### src/rtl/pirq_pkg.sv
package pirq_pkg;

    localparam int NSRC = 15;
    localparam int NEXT = 2;
    localparam int NLVL = 4;
    localparam int NINT = NSRC - NEXT;
    localparam int IDXW = $clog2(NSRC);
    localparam int LVLW = $clog2(NLVL);

    typedef logic [IDXW-1:0] idx_t;
    typedef logic [LVLW-1:0] lvl_t;

    typedef struct packed {
        logic vld;
        idx_t idx;
        lvl_t lvl;
    } grant_t;

    typedef struct packed {
        logic busy;
        lvl_t lvl;
    } run_t;

    function automatic idx_t lowest_idx(input logic [NSRC-1:0] v);
        idx_t r;
        r = '0;
        for (int i = NSRC - 1; i >= 0; i--) begin
            if (v[i]) r = idx_t'(i);
        end
        return r;
    endfunction

    function automatic lvl_t top_level(input logic [NLVL-1:0] m);
        lvl_t r;
        r = '0;
        for (int i = 0; i < NLVL; i++) begin
            if (m[i]) r = lvl_t'(i);
        end
        return r;
    endfunction

    function automatic logic [NLVL-1:0] top_bit(input logic [NLVL-1:0] m);
        logic [NLVL-1:0] r;
        r = '0;
        for (int i = 0; i < NLVL; i++) begin
            if (m[i]) begin
                r    = '0;
                r[i] = 1'b1;
            end
        end
        return r;
    endfunction

endpackage

### src/rtl/pirq_ext_detect.sv
module pirq_ext_detect
    import pirq_pkg::*;
(
    input  logic            clk,
    input  logic            rst,
    input  logic [NEXT-1:0] pin_n,
    input  logic [NEXT-1:0] edge_mode,
    input  logic [NEXT-1:0] clr,
    output logic [NEXT-1:0] pend
);

    for (genvar e = 0; e < NEXT; e++) begin : g_ch
        logic samp_q;
        logic samp_qq;
        logic latch_q;
        logic fall;

        assign fall = samp_qq & ~samp_q;

        always_ff @(posedge clk) begin
            if (rst) begin
                samp_q  <= 1'b1;
                samp_qq <= 1'b1;
                latch_q <= 1'b0;
            end else begin
                samp_q  <= pin_n[e];
                samp_qq <= samp_q;
                if (!edge_mode[e])
                    latch_q <= 1'b0;
                else if (fall)
                    latch_q <= 1'b1;
                else if (clr[e])
                    latch_q <= 1'b0;
            end
        end

        assign pend[e] = edge_mode[e] ? latch_q : ~samp_q;
    end

endmodule

### src/rtl/pirq_arbiter.sv
module pirq_arbiter
    import pirq_pkg::*;
(
    input  logic [NSRC-1:0] elig,
    input  logic [NSRC-1:0] lvl_lo,
    input  logic [NSRC-1:0] lvl_hi,
    output grant_t          cand
);

    logic [NLVL-1:0][NSRC-1:0] at_lvl;

    for (genvar l = 0; l < NLVL; l++) begin : g_lvl
        for (genvar i = 0; i < NSRC; i++) begin : g_src
            assign at_lvl[l][i] = elig[i] && ({lvl_hi[i], lvl_lo[i]} == lvl_t'(l));
        end
    end

    always_comb begin
        cand = '0;
        for (int l = 0; l < NLVL; l++) begin
            if (|at_lvl[l]) begin
                cand.vld = 1'b1;
                cand.lvl = lvl_t'(l);
                cand.idx = lowest_idx(at_lvl[l]);
            end
        end
    end

endmodule

### src/rtl/pirq_svc_stack.sv
module pirq_svc_stack
    import pirq_pkg::*;
(
    input  logic            clk,
    input  logic            rst,
    input  logic            push,
    input  lvl_t            push_lvl,
    input  logic            pop,
    output logic [NLVL-1:0] mask,
    output run_t            run
);

    logic [NLVL-1:0] mask_q;
    logic [NLVL-1:0] after_pop;
    logic [NLVL-1:0] push_bit;

    always_comb begin
        after_pop = pop ? (mask_q & ~top_bit(mask_q)) : mask_q;
        push_bit  = '0;
        if (push) push_bit[push_lvl] = 1'b1;
    end

    always_ff @(posedge clk) begin
        if (rst) mask_q <= '0;
        else     mask_q <= after_pop | push_bit;
    end

    assign mask     = mask_q;
    assign run.busy = |mask_q;
    assign run.lvl  = top_level(mask_q);

endmodule

### src/rtl/prio_irq_ctrl.sv
module prio_irq_ctrl
    import pirq_pkg::*;
(
    input  logic                 clk,
    input  logic                 rst,
    input  logic [NINT-1:0]      int_req,
    input  logic [NEXT-1:0]      ext_n,
    input  logic [NEXT-1:0]      ext_edge,
    input  logic                 glob_en,
    input  logic [NSRC-1:0]      src_en,
    input  logic [NSRC-1:0]      lvl_lo,
    input  logic [NSRC-1:0]      lvl_hi,
    input  logic                 insn_bound,
    input  logic                 irq_ack,
    input  logic                 irq_eos,
    output logic                 irq_req,
    output logic [IDXW-1:0]      irq_idx,
    output logic [NLVL-1:0]      svc_mask
);

    logic [NEXT-1:0] ext_pend;
    logic [NEXT-1:0] ext_clr;
    logic [NSRC-1:0] raw_pend;
    logic [NSRC-1:0] elig;
    grant_t          cand;
    grant_t          gnt_q;
    run_t            run;
    logic            allow;
    logic            ack_ok;
    lvl_t            gnt_lvl;

    assign ack_ok = gnt_q.vld & irq_ack;

    for (genvar e = 0; e < NEXT; e++) begin : g_clr
        assign ext_clr[e] = ack_ok && (gnt_q.idx == idx_t'(e));
    end

    pirq_ext_detect u_ext (
        .clk       (clk),
        .rst       (rst),
        .pin_n     (ext_n),
        .edge_mode (ext_edge),
        .clr       (ext_clr),
        .pend      (ext_pend)
    );

    assign raw_pend = {int_req, ext_pend};
    assign elig     = raw_pend & src_en & {NSRC{glob_en}};

    pirq_arbiter u_arb (
        .elig   (elig),
        .lvl_lo (lvl_lo),
        .lvl_hi (lvl_hi),
        .cand   (cand)
    );

    pirq_svc_stack u_stk (
        .clk      (clk),
        .rst      (rst),
        .push     (ack_ok),
        .push_lvl (gnt_q.lvl),
        .pop      (irq_eos),
        .mask     (svc_mask),
        .run      (run)
    );

    assign allow = cand.vld && (!run.busy || (cand.lvl > run.lvl));

    always_ff @(posedge clk) begin
        if (rst)
            gnt_q <= '0;
        else if (ack_ok)
            gnt_q.vld <= 1'b0;
        else if (!gnt_q.vld && insn_bound && allow)
            gnt_q <= cand;
    end

    assign irq_req = gnt_q.vld;
    assign irq_idx = gnt_q.idx;
    assign gnt_lvl = gnt_q.lvl;

endmodule

### config.mk
export PLATFORM = sky130hd
export DESIGN_NAME = prio_irq_ctrl
export DESIGN_NICKNAME = d
export VERILOG_FILES = /design/src/rtl/pirq_pkg.sv /design/src/rtl/pirq_ext_detect.sv /design/src/rtl/pirq_arbiter.sv /design/src/rtl/pirq_svc_stack.sv /design/src/rtl/prio_irq_ctrl.sv
export SDC_FILE = /design/constraint.sdc
export NUM_CORES = 1
export LEC_CHECK = 0
export CORE_MARGIN = 2
export CORE_UTILIZATION = 30
export CTS_CLUSTER_DIAMETER = 200
export DETAILED_ROUTE_END_ITERATION = 8
export PLACE_DENSITY = 0.58
export SYNTH_ARGS = -nofsm -noshare
export SYNTH_HDL_FRONTEND = slang
export SYNTH_SLANG_ARGS = --single-unit
### constraint.sdc
create_clock -name clk -period 5.29 [get_ports clk]
set_input_delay 1.587 -clock clk [delete_from_list [all_inputs] [get_ports clk]]
set_output_delay 1.587 -clock clk [all_outputs]
set_load 0.005 [all_outputs]
# Word-level counts from Yosys, hierarchy flattened

Cells that the tools add are included.

Register bits: 17
Input bits: 68
Logic and storage cells: 249

Magnitude comparators: 3
Equal/unequal tests: 46
Multiplexer cells: 81
Bitwise gates (word level): 13
Reduce and logical (&&, ||, !) cells: 96

Operators with widths:

| operator                                                                      | number |
|---|---|
| 4-bit two-way mux                                                             | 65 |
| 1-bit logical AND                                                             | 66 |
| 2-bit == test (second input constant)                                         | 30 |
| 15-bit OR reduction                                                           | 4 |
| 15-bit AND                                                                    | 2 |
| 2-bit by 1-bit == test with 1-bit output (second input constant)              | 15 |
| 2-bit logical NOT                                                             | 15 |
| 7-bit two-way mux                                                             | 4 |
| 1-bit two-way mux                                                             | 9 |
| 2-bit OR reduction                                                            | 3 |
| 1-bit inverter                                                                | 5 |
| 4-bit AND                                                                     | 1 |
| 4-bit by 1-bit == test with 1-bit output (second input constant)              | 1 |
| 4-bit logical NOT                                                             | 1 |
| 2-bit two-way mux                                                             | 2 |
| 4-bit inverter                                                                | 1 |
| 4-bit bitwise OR                                                              | 1 |
| 2-bit nonzero test                                                            | 2 |
| 4-bit OR reduction                                                            | 1 |
| 1-bit AND                                                                     | 3 |
| 2-bit by 3-bit less-than comparator with 1-bit output (second input constant) | 1 |
| 1-bit demux with 2-bit select                                                 | 1 |
| 2-bit by 1-bit >= comparator with 1-bit output (second input constant)        | 1 |
| 2-bit > comparator                                                            | 1 |
| 3 further kinds                                                               | 4 |

# Depth between registers and ports, before layout

Gate-level depths: netlist (run 1).

Depth after elaboration: 29
Depth in mapped cells: 15

# Modules after synthesis

Synthesis (run 1) repeated with hierarchy kept, for this count alone.

Cells, all modules: 294
Area total of the unflattened synthesis: 2195.9 sq um

By module, submodules not included:

| module          | instances | cells an instance | area each (sq um) | seq. area each (sq um) |
|---|---|---|---|---|
| pirq_arbiter    | 1         | 193               | 1255.0            | 0.0 |
| prio_irq_ctrl   | 1         | 59                | 519.2             | 140.1 |
| pirq_ext_detect | 1         | 22                | 242.7             | 120.1 |
| pirq_svc_stack  | 1         | 20                | 178.9             | 80.1 |

# Worst setup path after synthesis (run 1)

Ideal clock, no wire load.

Path kind: in2reg
From: input glob_en
To: register gnt_q (netlist bit irq_idx[1])
Library setup time: 91 ps
Arrival time: 4299 ps
Data required time: 5199 ps
Slack: 900 ps
Cell stages on the path: 14
Path buffers: 2
Cell sequence: buf_6 > and4_1 > a2111oi_2 > or3b_1 > buf_2 > or2_1 > ha_1 > nor2b_1 > o21ai_0 > o41ai_1 > and3b_1 > o41ai_4 > nor2b_1 > a311oi_1

RTL lines:

| what                 | line                | text |
|---|---|---|
| start, declared      | prio_irq_ctrl.sv:9  | `input logic glob_en,` |
| end signal, assigned | prio_irq_ctrl.sv:75 | `gnt_q <= cand;` |
| end, declared        | prio_irq_ctrl.sv:26 | `grant_t gnt_q;` |

# Worst setup path after layout (run 1)

From: input glob_en
To: register gnt_q (netlist bit irq_idx[2])

Cells in the longest elaborated chain, start to end: 21
Elaborated cells between the ends (all ways): 134

Ends and longest elaborated chain:

| what                            | line                | text |
|---|---|---|
| 15-bit AND (*)                  | prio_irq_ctrl.sv:48 | `assign elig = raw_pend & src_en & {NSRC{glob_en}};` |
| 1-bit logical AND               | pirq_arbiter.sv:14  | `assign at_lvl[l][i] = elig[i] && ({lvl_hi[i], lvl_lo[i]} == lvl_t'(l));` |
| 4-bit two-way mux (15 in a row) | pirq_pkg.sv:28      | `if (v[i]) r = idx_t'(i);` |
| 7-bit two-way mux (3 in a row)  | pirq_arbiter.sv:21  | `if (\|at_lvl[l]) begin` |
| 7-bit two-way mux (*)           | pirq_arbiter.sv:21  |  |

Every way passes the cells marked *; elsewhere a longest branch is shown, timed or not.
A chain may end at the register's enable or synchronous reset.

==> results of run 1 <==
-- metrics by stage --
stage | std cells | cell area, sq um | power [mW] | utilization (%) | hold slack [ns]
2_1_floorplan | 300 | 2230 | 0.252 | - | 0.427
3_3_place_gp | 482 | 3190 | 0.359 | 44.3 | 0.463
3_5_place_dp | 482 | 3190 | 0.361 | 44.3 | 0.452
4_1_cts | 486 | 3240 | 0.456 | 44.9 | 0.465
5_1_grt | 486 | 3240 | 0.486 | 44.9 | 0.497
6_report | 486 | 3240 | 0.452 | 44.9 | 0.460
-- sequential cells by signal, summed over array words and instances, names as in the netlist --
signal and cells:
u_ext.g_ch.samp_qq 2, u_stk.mask 4, u_ext.g_ch.latch_q 2, gnt_lvl 2
irq_req 1, irq_idx 4, u_ext.g_ch.samp_q 2
-- layout by cell type, fill, tap and decap left out, drive strengths merged, types with 4 or more instances in the layout --
master,synthesis,routed
a211oi,9,9
and4b,8,8
nand2,22,22
nor3,5,5
a2111oi,5,5
and2,4,4
nor4,4,4
o211ai,6,6
nand4b,8,8
buf,5,14
a22oi,11,11
or3,5,5
a31oi,4,4
nor2,17,17
o2bb2ai,4,4
nand3,10,10
and4,8,8
clkdlybuf4s50,0,76
or2,11,11
inv,22,22
o21ai,15,15
o22ai,7,7
a21oi,16,16
nor2b,6,6
clkbuf,2,4
nand4,14,14
dfxtp,17,17
nor3b,4,4
-- Yosys cell counts, drive strengths merged, types with 3 or more instances --
| cell | n |
|---|---|
| or3 | 5 |
| or2 | 11 |
| a211o | 3 |
| nand4b | 8 |
| dfxtp | 17 |
| o21ai | 15 |
| nor3b | 4 |
| o31ai | 3 |
| nand2b | 3 |
| nor4 | 4 |
| a21oi | 16 |
| o2bb2ai | 4 |
| nand3 | 10 |
| inv | 22 |
| a2111oi | 5 |
| o22ai | 7 |
| a22oi | 11 |
| and2 | 4 |
| nor2 | 17 |
| nand2 | 22 |
| nand3b | 3 |
| and4 | 8 |
| and4b | 8 |
| nand4 | 14 |
| nor3 | 5 |
| and3 | 3 |
| nor2b | 6 |
| a211oi | 9 |
| o41ai | 3 |
| o211ai | 6 |
| buf | 5 |
| a31oi | 4 |
-- layer usage --
metal	vias to the layer above	routed length, um
li1	1385	-
met2	82	3570
met3	8	278
met5	-	0
met1	1278	3550
met4	0	86
-- cell families (layout without fill, tap and decap cells) --
kind of cell    after synthesis  after routing  synth area share, %
simple gates                144            144                 42.0
compound gates              108            108                 36.1
buf+inv                      29            116                 5.44
flops                        17             17                 15.3
fa+ha+maj                     2              2                 1.12
-- worst paths after layout --
| path | end | cells after the start | start | slack (ns) |
|---|---|---|---|---|
| setup / recovery | irq_idx[2]$_SDFFE_PP0P_ | 15 | glob_en | 0.31 |
| hold / removal | u_ext.g_ch[0].samp_qq$_SDFF_PP1_ | 1 | u_ext.g_ch[0].samp_q$_SDFF_PP1_ | 0.46 |
| setup reg to reg | irq_idx[2]$_SDFFE_PP0P_ | 13 | u_ext.g_ch[1].latch_q$_SDFFE_PP0P_ | 1.95 |
| hold reg to reg | u_ext.g_ch[0].samp_qq$_SDFF_PP1_ | 1 | u_ext.g_ch[0].samp_q$_SDFF_PP1_ | 0.46 |
-- area by class of cell --
cell class                 count  area, sq um  share of cell area (%)
timing repair buffer          90          878                    27.1
sequential                    17          340                    10.5
multi-input combinational    254         1770                    54.6
tap                           99          124                    3.83
inverter                      22         82.6                    2.55
clock buffer                   4         45.0                    1.39
-- power breakdown --
group | switching, mW | total (mW) | internal, mW
combinational | 0.0971 | 0.211 | 0.114
sequential | 0.00962 | 0.148 | 0.138
clock | 0.0399 | 0.0932 | 0.0533
==> impl_metrics.csv, run 1 <==
group,metric,value,unit
power_and_ir_drop,cellPowerDensity,140,nW/um^2
worst_setup_path,family_with_the_most_delay_on_the_worst_path,"simple AND/OR/NAND/NOR gates",
power_and_ir_drop,leakage,1.25,nW
routing,drc_errors,0,
logic_synthesis,synth_sequential_area_ratio,15.3,%
finish,finish.net_count,458,
sta,grt_setup_unrepaired,"false",
logic_synthesis,yosys.area.top_type,"sky130_fd_sc_hd__dfxtp_1",
routing,detail_route.first_pass.iterations,5,
die,fp.coreArea,7210,sq um
global_route,most_crowded_layer_after_global_routing,"met2",
logic_synthesis,async_reset_ff_share,0,%
worst_setup_path,critical_path_cell_sequence,"clkdlybuf4s50_1 > buf_12 > nand4b_4 > o22ai_2 > or4b_1 > or3_4 > a21oi_1 > ha_1 > nand2_1 > o21ai_0 > o41ai_1 > and3b_1 > o41ai_4 > nor2b_1 > a311oi_1",
clock_network,clock_tree.buffer_depth,2,
logic_synthesis,synth.cell_area,2230,sq um
clock_network,numCtsBuffers,3,
sta,finalClockSkew,0.00113,ns
die,die-width,90.2,um
worst_setup_path,slowest_stage,"sky130_fd_sc_hd__or4b_1",
clock_network,cts.reportedPaths.clkPinSlew,0.06,ns
clock_network,cts-root-buf,"sky130_fd_sc_hd__clkbuf_8",
logic_synthesis,synth.top_cells.by_area,"sky130_fd_sc_hd__dfxtp_1, sky130_fd_sc_hd__nand2_1, sky130_fd_sc_hd__a21oi_1, sky130_fd_sc_hd__and4b_1, sky130_fd_sc_hd__inv_1",
die,ios,77,
global_route,globalRouteMet1Util,25.6,%
worst_setup_path,crit_path_max_fanout,33,
routing,routed_wirelength,7.49,mm
logic_synthesis,yosys_register_bits,17,
worst_setup_path,path_class,"input port to flop",
sta,drv_slew,0,
clock_network,cts_tree,"built",
sta,finalSetupTns,0,ns
run_status,outcome,"finished clean",
sta,fin_crit,4.98,ns
logic_synthesis,yosysTopAreaCellShare,15.3,%
sta,final-setup-viol-count,0,
finish,nFillCells,770,
worst_setup_path,critical_path.endpoint_type,"flop",
global_route,grt_use_met2,31.5,%
routing,wl_per_cell,15.4,um
die,die_area,8140,sq um
logic_synthesis,yosysUniqueCellTypes,65,
sta,timing.final.crit_share,94.2,%
routing,initialDrtViolationCount,143,
die,starting_density_of_the_core,30.9,%
global_route,grt_pass1_wl,12.9,mm
worst_setup_path,critical_path.max_stage_delay,0.55,ns
place,dp.final_hpwl,6.43,mm
routing,detail_route.vias_per_cell,5.66,
worst_setup_path,worst_setup_path_start_kind,"input port",
global_route,largest_net_degree_at_the_start_of_global_routing,34,
global_route,global_route.overflow_total,0,
global_route,grt_antenna_before_repair,0,
finish,area.growth.synth_to_final,45.2,%
global_route,track_usage,18.6,%
worst_setup_path,critical_path_required,5.44,ns
sta,finalWorstSetupSlack,0.306,ns
global_route,via_count_of_the_first_global_routing_pass,2702,
worst_setup_path,cp_data_arrival_time,5.13,ns
finish,proportion_of_layout_cells_with_a_drive_suffix_above_1,10.6,%
clock_network,clock_tree.htree_level_count,1,
logic_synthesis,most_frequently_used_flop_master_after_synthesis,"sky130_fd_sc_hd__dfxtp_1",
sta,slew_headroom,41.6,%
power_and_ir_drop,vdd_ir_drop_max,0.0000869,V
place,place_ws,0.0235,ns
logic_synthesis,synth.yosys.warnings,0,
logic_synthesis,synth.avg_cell_area,7.43,sq um
clock_network,post_cts.repair.setup_buffers,0,
run,max_cap_violations,0,
global_route,gr-usage-met3,2.68,%
worst_hold_path,min-delay-path-class,"flop to flop",
die,fp.dieH,90.2,um
routing,vias,2753,
worst_setup_path,worst-path-buf-inv,2,
logic_synthesis,synth_nets,370,
finish,insertedDiodeCount,0,
sta,tightest_slew,0.854,ns
clock_network,hold_buffers,0,
place,gpl.final_weighted_congestion,0.950,
clock_network,clock_latency,0.24,ns
sta,max_clock_freq,0.201,GHz
sta,hold_viol_final,0,
clock_network,postCtsResizedCells,0,
die,num_rows,31,
place,buffer_ports.inserted,76,
logic_synthesis,synth-edff-count,0,
clock_network,clock-sinks,17,
logic_synthesis,netlist_instances,300,
routing,final_antenna_net_count,0,
No activity file was read; power rests on OpenSTA's default activity.
==> run 2, diff against run 1 <==
--- a/config.mk
+++ b/config.mk
@@ -5,11 +5,13 @@
 export SDC_FILE = /design/constraint.sdc
 export NUM_CORES = 1
 export LEC_CHECK = 0
+export CELL_PAD_IN_SITES_DETAIL_PLACEMENT = 0
+export CELL_PAD_IN_SITES_GLOBAL_PLACEMENT = 2
 export CORE_MARGIN = 2
-export CORE_UTILIZATION = 30
+export CORE_UTILIZATION = 25
 export CTS_CLUSTER_DIAMETER = 200
 export DETAILED_ROUTE_END_ITERATION = 8
-export PLACE_DENSITY = 0.58
+export PLACE_DENSITY = 0.82
 export SYNTH_ARGS = -nofsm -noshare
 export SYNTH_HDL_FRONTEND = slang
 export SYNTH_SLANG_ARGS = --single-unit
==> impl_metrics.csv, run 2 (synthesis gave the netlist of run 1 again) <==
group,metric,value,unit
power_and_ir_drop,clock_power_share,21.0,%
power_and_ir_drop,cellPowerDensity,142,nW/um^2
die,die-width,98.4,um
finish,final_cell_mix,"sky130_fd_sc_hd__clkdlybuf4s50_1, sky130_fd_sc_hd__nand2_1, sky130_fd_sc_hd__inv_1",
sta,grt_setup_unrepaired,"false",
die,fp.coreArea,8680,sq um
place,buffer_ports.inserted,76,
global_route,via_count_of_the_first_global_routing_pass,2608,
die,num_rows,34,
clock_network,cts_tree,"built",
routing,detail_route.first_pass.iterations,4,
power_and_ir_drop,seqPwrFrac,31.5,%
power_and_ir_drop,power_report.internal_total,0.311,mW
finish,finish.net_count,462,
worst_setup_path,critical_path.endpoint_type,"flop",
worst_hold_path,holdPathStages,1,
worst_setup_path,r2r_setup_slack,2.17,ns
sta,max_clock_freq,0.201,GHz
clock_network,post_cts.repair.setup_buffers,0,
routing,detail_route.vias_per_cell,5.53,
worst_hold_path,min-delay-path-class,"flop to flop",
worst_setup_path,crit_path_max_fanout,29,
power_and_ir_drop,comb_power_share,47.4,%
clock_network,cts-root-buf,"sky130_fd_sc_hd__clkbuf_8",
global_route,grt_antenna_before_repair,0,
clock_network,postCtsResizedCells,0,
global_route,largest_net_degree_at_the_start_of_global_routing,30,
clock_network,clock-sinks,17,
worst_setup_path,critical_path_required,5.41,ns
routing,wl_per_cell,16.2,um
sta,finalSetupTns,0,ns
routing,vias,2757,
die,starting_density_of_the_core,25.7,%
die,die_area,9690,sq um
routing,routed_wirelength,8.11,mm
routing,drc_errors,0,
power_and_ir_drop,total_switching_power,0.157,mW
sta,tightest_slew,0.797,ns
finish,nFillCells,954,
routing,initialDrtViolationCount,113,
worst_setup_path,cp_data_arrival_time,5.09,ns
clock_network,clock_tree.htree_level_count,1,
run,max_cap_violations,0,
die,fp.dieH,98.4,um
worst_setup_path,path_class,"input port to flop",
power_and_ir_drop,vdd_ir_drop_max,0.0000430,V
sta,slew_headroom,45.5,%
global_route,grt_pass1_wl,13.0,mm
sta,fin_crit,4.97,ns
clock_network,numCtsBuffers,3,
sta,finalClockSkew,0.00292,ns
finish,utilization,38.0,%
finish,most_common_cell_after_layout_fill_and_taps_aside,"sky130_fd_sc_hd__clkdlybuf4s50_1",
finish,proportion_of_layout_cells_with_a_drive_suffix_above_1,11.8,%
global_route,track_usage,16.2,%
power_and_ir_drop,switching_share,33.5,%
worst_setup_path,reg2reg_depth,13,
finish,area.growth.synth_to_final,48.1,%
run_status,outcome,"finished clean",
sta,final-setup-viol-count,0,
sta,drv_slew,0,
sta,hold_viol_final,0,
clock_network,clock_latency,0.26,ns
place,dp.final_hpwl,7.01,mm
routing,final_antenna_net_count,0,
place,gpl.final_weighted_congestion,0.934,
clock_network,hold_buffers,0,
power_and_ir_drop,leakage,1.27,nW
die,ios,77,
global_route,global_route.overflow_total,0,
finish,insertedDiodeCount,0,
clock_network,clock_tree.buffer_depth,2,
sta,timing.final.crit_share,93.9,%
clock_network,cts.reportedPaths.clkPinSlew,0.07,ns
worst_setup_path,worst_setup_path_start_kind,"input port",
## run 2: changes by cell type in the layout (fill, tap and decap cells not counted)
cell,before,now
sky130_fd_sc_hd__a2111oi_2,1,0
sky130_fd_sc_hd__buf_4,13,17
sky130_fd_sc_hd__and3b_2,0,1
sky130_fd_sc_hd__and3b_1,2,1
sky130_fd_sc_hd__nor4_4,0,1
sky130_fd_sc_hd__nor4_2,1,0
sky130_fd_sc_hd__a2111oi_4,0,1
## run 2: layout make-up
type	count	area (sq um)	area share [%]
tap	108	135	4.09
clock buffer	4	45.0	1.36
sequential	17	340	10.3
multi-input combinational	254	1790	54.2
inverter	22	82.6	2.50
timing repair buffer	94	908	27.5
## run 2: power by group through the flow
stage	sequential, mW	clock, mW	combinational (mW)
2_1_floorplan	0.149	0	0.103
3_3_place_gp	0.150	0	0.219
3_5_place_dp	0.150	0	0.219
4_1_cts	0.148	0.101	0.221
5_1_grt	0.150	0.105	0.244
6_report	0.147	0.0984	0.222
## run 2: path summary, 6_finish.rpt
path                                        start                               end
setup / recovery                          glob_en           irq_idx[0]$_SDFFE_PP0P_
setup reg to reg  u_ext.g_ch[1].samp_q$_SDFF_PP1_           irq_idx[0]$_SDFFE_PP0P_
hold reg to reg   u_ext.g_ch[0].samp_q$_SDFF_PP1_  u_ext.g_ch[0].samp_qq$_SDFF_PP1_
hold / removal    u_ext.g_ch[0].samp_q$_SDFF_PP1_  u_ext.g_ch[0].samp_qq$_SDFF_PP1_
## run 2: per-layer routing
metal  GRT usage [%]  part of all wire (%)  vias up
li1                -                     -     1394
met1            21.6                    46     1284
met2            27.8                    48       66
met5               0                     0        -
met4            5.27                   2.3        0
met3            1.35                   3.8       13
## run 2: metrics by stage
stage / setup slack (ns) / hold WS, ns / total power, mW / std cells / cell area (sq um)
2_1_floorplan: 0.900 / 0.427 / 0.252 / 300 / 2230
3_3_place_gp: 0.109 / 0.462 / 0.369 / 495 / 3230
3_5_place_dp: 0.0175 / 0.449 / 0.370 / 495 / 3230
4_1_cts: 0.252 / 0.470 / 0.469 / 499 / 3280
5_1_grt: 0.00942 / 0.494 / 0.498 / 499 / 3300
6_report: 0.323 / 0.468 / 0.467 / 499 / 3300
## run 2: critical path: stages
cell                              delay, ns
sky130_fd_sc_hd__clkdlybuf4s50_1       0.54
sky130_fd_sc_hd__buf_12                0.23
sky130_fd_sc_hd__nand4b_4              0.10
sky130_fd_sc_hd__o22ai_2               0.11
sky130_fd_sc_hd__or4b_1                0.58
sky130_fd_sc_hd__or3_4                 0.45
sky130_fd_sc_hd__a21oi_1               0.24
sky130_fd_sc_hd__ha_1                  0.27
sky130_fd_sc_hd__nand2_1               0.06
sky130_fd_sc_hd__o21ai_0               0.08
sky130_fd_sc_hd__o41ai_1               0.06
sky130_fd_sc_hd__and3b_2               0.28
sky130_fd_sc_hd__o41ai_4               0.14
sky130_fd_sc_hd__a211oi_1              0.24
sky130_fd_sc_hd__a31oi_1               0.12
==> run 3, diff against run 2 <==
--- a/config.mk
+++ b/config.mk
@@ -7,7 +7,7 @@
 export LEC_CHECK = 0
 export CELL_PAD_IN_SITES_DETAIL_PLACEMENT = 0
 export CELL_PAD_IN_SITES_GLOBAL_PLACEMENT = 2
-export CORE_MARGIN = 2
+export CORE_MARGIN = 10
 export CORE_UTILIZATION = 25
 export CTS_CLUSTER_DIAMETER = 200
 export DETAILED_ROUTE_END_ITERATION = 8
==> constraint.sdc (replaced) <==
create_clock -name clk -period 5.7 [get_ports clk]
set_input_delay 1.71 -clock clk [delete_from_list [all_inputs] [get_ports clk]]
set_output_delay 1.71 -clock clk [all_outputs]
set_load 0.005 [all_outputs]
==> impl_metrics.csv, run 3 (synthesis gave the netlist of run 1 again) <==
group,metric,value,unit
routing,detail_route.first_pass.iterations,4,
power_and_ir_drop,clock_power_share,20.9,%
finish,most_common_cell_after_layout_fill_and_taps_aside,"sky130_fd_sc_hd__clkdlybuf4s50_1",
worst_setup_path,regToRegStartpoint,"u_ext.g_ch[1].samp_q$_SDFF_PP1_",
worst_setup_path,slowest_stage,"sky130_fd_sc_hd__or4b_1",
place,buffer_ports.inserted,76,
worst_setup_path,worst_setup_path_start_kind,"input port",
worst_hold_path,hold_path_startpoint,"u_ext.g_ch[0].samp_q$_SDFF_PP1_",
clock_network,clock_tree.buffer_depth,2,
sta,finalClockSkew,0.00770,ns
routing,drc_errors,0,
global_route,largest_net_degree_at_the_start_of_global_routing,42,
clock_network,numCtsBuffers,3,
routing,initialDrtViolationCount,155,
global_route,global_route.overflow_total,0,
sta,grt_setup_unrepaired,"false",
worst_setup_path,r2r_setup_slack,2.36,ns
sta,finalWorstSetupSlack,0.525,ns
worst_setup_path,path_class,"input port to flop",
sta,final-setup-viol-count,0,
clock_network,clock-sinks,17,
sta,slew_headroom,55.6,%
die,starting_density_of_the_core,25.6,%
die,die-width,114,um
sta,timing.final.crit_share,90.8,%
routing,routed_wirelength,8.51,mm
worst_setup_path,timing.critical_path.from,"glob_en",
run_status,outcome,"finished clean",
clock_network,post_cts.repair.setup_buffers,0,
power_and_ir_drop,leakage,1.20,nW
sta,drv_slew,0,
routing,wl_per_cell,17.5,um
global_route,track_usage,12.5,%
power_and_ir_drop,vdd_ir_drop_max,0.0000813,V
die,die_area,13100,sq um
place,dp.final_hpwl,7.24,mm
die,ios,77,
worst_setup_path,family_with_the_most_delay_on_the_worst_path,"simple AND/OR/NAND/NOR gates",
die,num_rows,34,
die,fp.dieH,114,um
finish,insertedDiodeCount,0,
finish,area.growth.synth_to_final,42.4,%
worst_setup_path,cp_data_arrival_time,5.33,ns
worst_setup_path,worstSetupPathDepth,15,
worst_setup_path,worst-path-buf-inv,2,
worst_setup_path,critical_path_cell_sequence,"clkdlybuf4s50_1 > buf_12 > and4b_1 > a22oi_2 > or4b_1 > or3_4 > a21oi_1 > ha_1 > nand2_1 > o21ai_0 > o41ai_1 > and3b_1 > o41ai_4 > nor2b_1 > a311oi_1",
power_and_ir_drop,cellPowerDensity,132,nW/um^2
clock_network,cts.reportedPaths.clkPinSlew,0.07,ns
worst_setup_path,crit_path_max_fanout,41,
power_and_ir_drop,switching_share,33.4,%
finish,proportion_of_layout_cells_with_a_drive_suffix_above_1,8.22,%
sta,tightest_slew,0.649,ns
place,place_ws,0.263,ns
routing,final_antenna_net_count,0,
clock_network,clock_latency,0.25,ns
finish,utilization,36.4,%
power_and_ir_drop,p_total,0.421,mW
worst_setup_path,rr_endpoint,"irq_idx[2]$_SDFFE_PP0P_",
sta,fin_crit,5.18,ns
power_and_ir_drop,total_switching_power,0.141,mW
power_and_ir_drop,comb_power_share,46.1,%
die,fp.coreArea,8720,sq um
finish,final_cell_mix,"sky130_fd_sc_hd__clkdlybuf4s50_1, sky130_fd_sc_hd__nand2_1, sky130_fd_sc_hd__inv_1, sky130_fd_sc_hd__nor2_1, sky130_fd_sc_hd__dfxtp_1",
worst_setup_path,critical_path.max_stage_delay,0.49,ns
clock_network,hold_buffers,0,
global_route,grt_antenna_before_repair,0,
worst_setup_path,critical_path_required,5.85,ns
routing,detail_route.vias_per_cell,5.51,
run,max_cap_violations,0,
sta,finalSetupTns,0,ns
clock_network,cts-root-buf,"sky130_fd_sc_hd__clkbuf_8",
global_route,via_count_of_the_first_global_routing_pass,2650,
power_and_ir_drop,power_report.internal_total,0.280,mW
clock_network,clock_tree.htree_level_count,1,
clock_network,cts_tree,"built",
global_route,grt_pass1_wl,13.7,mm
worst_setup_path,setup.worst_path.end,"irq_idx[2]$_SDFFE_PP0P_",
sta,hold_viol_final,0,
finish,finish.net_count,448,
worst_setup_path,critical_path.endpoint_type,"flop",
worst_hold_path,min-delay-path-class,"flop to flop",
sta,max_clock_freq,0.193,GHz
clock_network,postCtsResizedCells,0,
power_and_ir_drop,seqPwrFrac,33.0,%
routing,vias,2674,
place,gpl.final_weighted_congestion,0.839,
worst_setup_path,reg2reg_depth,14,
run 3: changes by cell type in the layout (fill, tap and decap cells not counted), sizes merged:
cell  change
buf      -14
run 3: worst min-delay path by stage:
stage                                       endpoint  slack (ns)  cells after the start
floorplan           u_ext.g_ch[0].samp_qq$_SDFF_PP1_        0.43                      1
global placement    u_ext.g_ch[0].samp_qq$_SDFF_PP1_        0.47                      1
detailed placement  u_ext.g_ch[0].samp_qq$_SDFF_PP1_        0.48                      1
CTS                 u_ext.g_ch[0].samp_qq$_SDFF_PP1_        0.50                      1
global route        u_ext.g_ch[0].samp_qq$_SDFF_PP1_        0.53                      1
finish              u_ext.g_ch[0].samp_qq$_SDFF_PP1_        0.49                      1
run 3: area by class of cell:
| cell class | instances | area [sq um] |
|---|---|---|
| Fill cell | 924 | 5550 |
| Tap cell | 108 | 135 |
| Inverter | 22 | 82.6 |
| Sequential cell | 17 | 340 |
| Timing Repair Buffer | 80 | 803 |
| Clock buffer | 4 | 45.0 |
| Multi-Input combinational cell | 254 | 1770 |
run 3: worst register-to-register path, stage by stage, from the launching register on:
cell and delay, ns:
sky130_fd_sc_hd__dfxtp_1 0.36, sky130_fd_sc_hd__or2_2 0.14, sky130_fd_sc_hd__a21oi_1 0.16, sky130_fd_sc_hd__a2111oi_2 0.44
sky130_fd_sc_hd__or3b_1 0.42, sky130_fd_sc_hd__buf_4 0.18, sky130_fd_sc_hd__a21oi_1 0.22, sky130_fd_sc_hd__ha_1 0.28
sky130_fd_sc_hd__nand2_1 0.06, sky130_fd_sc_hd__o21ai_0 0.07, sky130_fd_sc_hd__o41ai_1 0.06, sky130_fd_sc_hd__and3b_1 0.29
sky130_fd_sc_hd__o41ai_4 0.17, sky130_fd_sc_hd__nor2b_1 0.17, sky130_fd_sc_hd__a311oi_1 0.24
run 3: power groups by stage:
stage	Sequential (mW)	Clock, mW	Combinational, mW
floorplan	0.138	0	0.0957
global placement	0.141	0	0.193
detailed placement	0.141	0	0.194
CTS	0.138	0.0896	0.195
global route	0.140	0.0954	0.214
finish	0.139	0.0880	0.194
run 3: layer usage:
metal	wire length, um	track usage, %	vias to the layer above
met5	0	0	-
met1	4300	18.0	1243
met2	3720	19.4	64
met4	40	1.59	0
li1	-	-	1363
met3	443	2.20	4
run 3: stage by stage:
step / cell area (sq um) / std cells / hold WS [ns]
2_1_floorplan: 2230 / 300 / 0.427
3_3_place_gp: 3130 / 481 / 0.474
3_5_place_dp: 3130 / 481 / 0.483
4_1_cts: 3170 / 485 / 0.501
5_1_grt: 3170 / 485 / 0.526
6_report: 3170 / 485 / 0.495
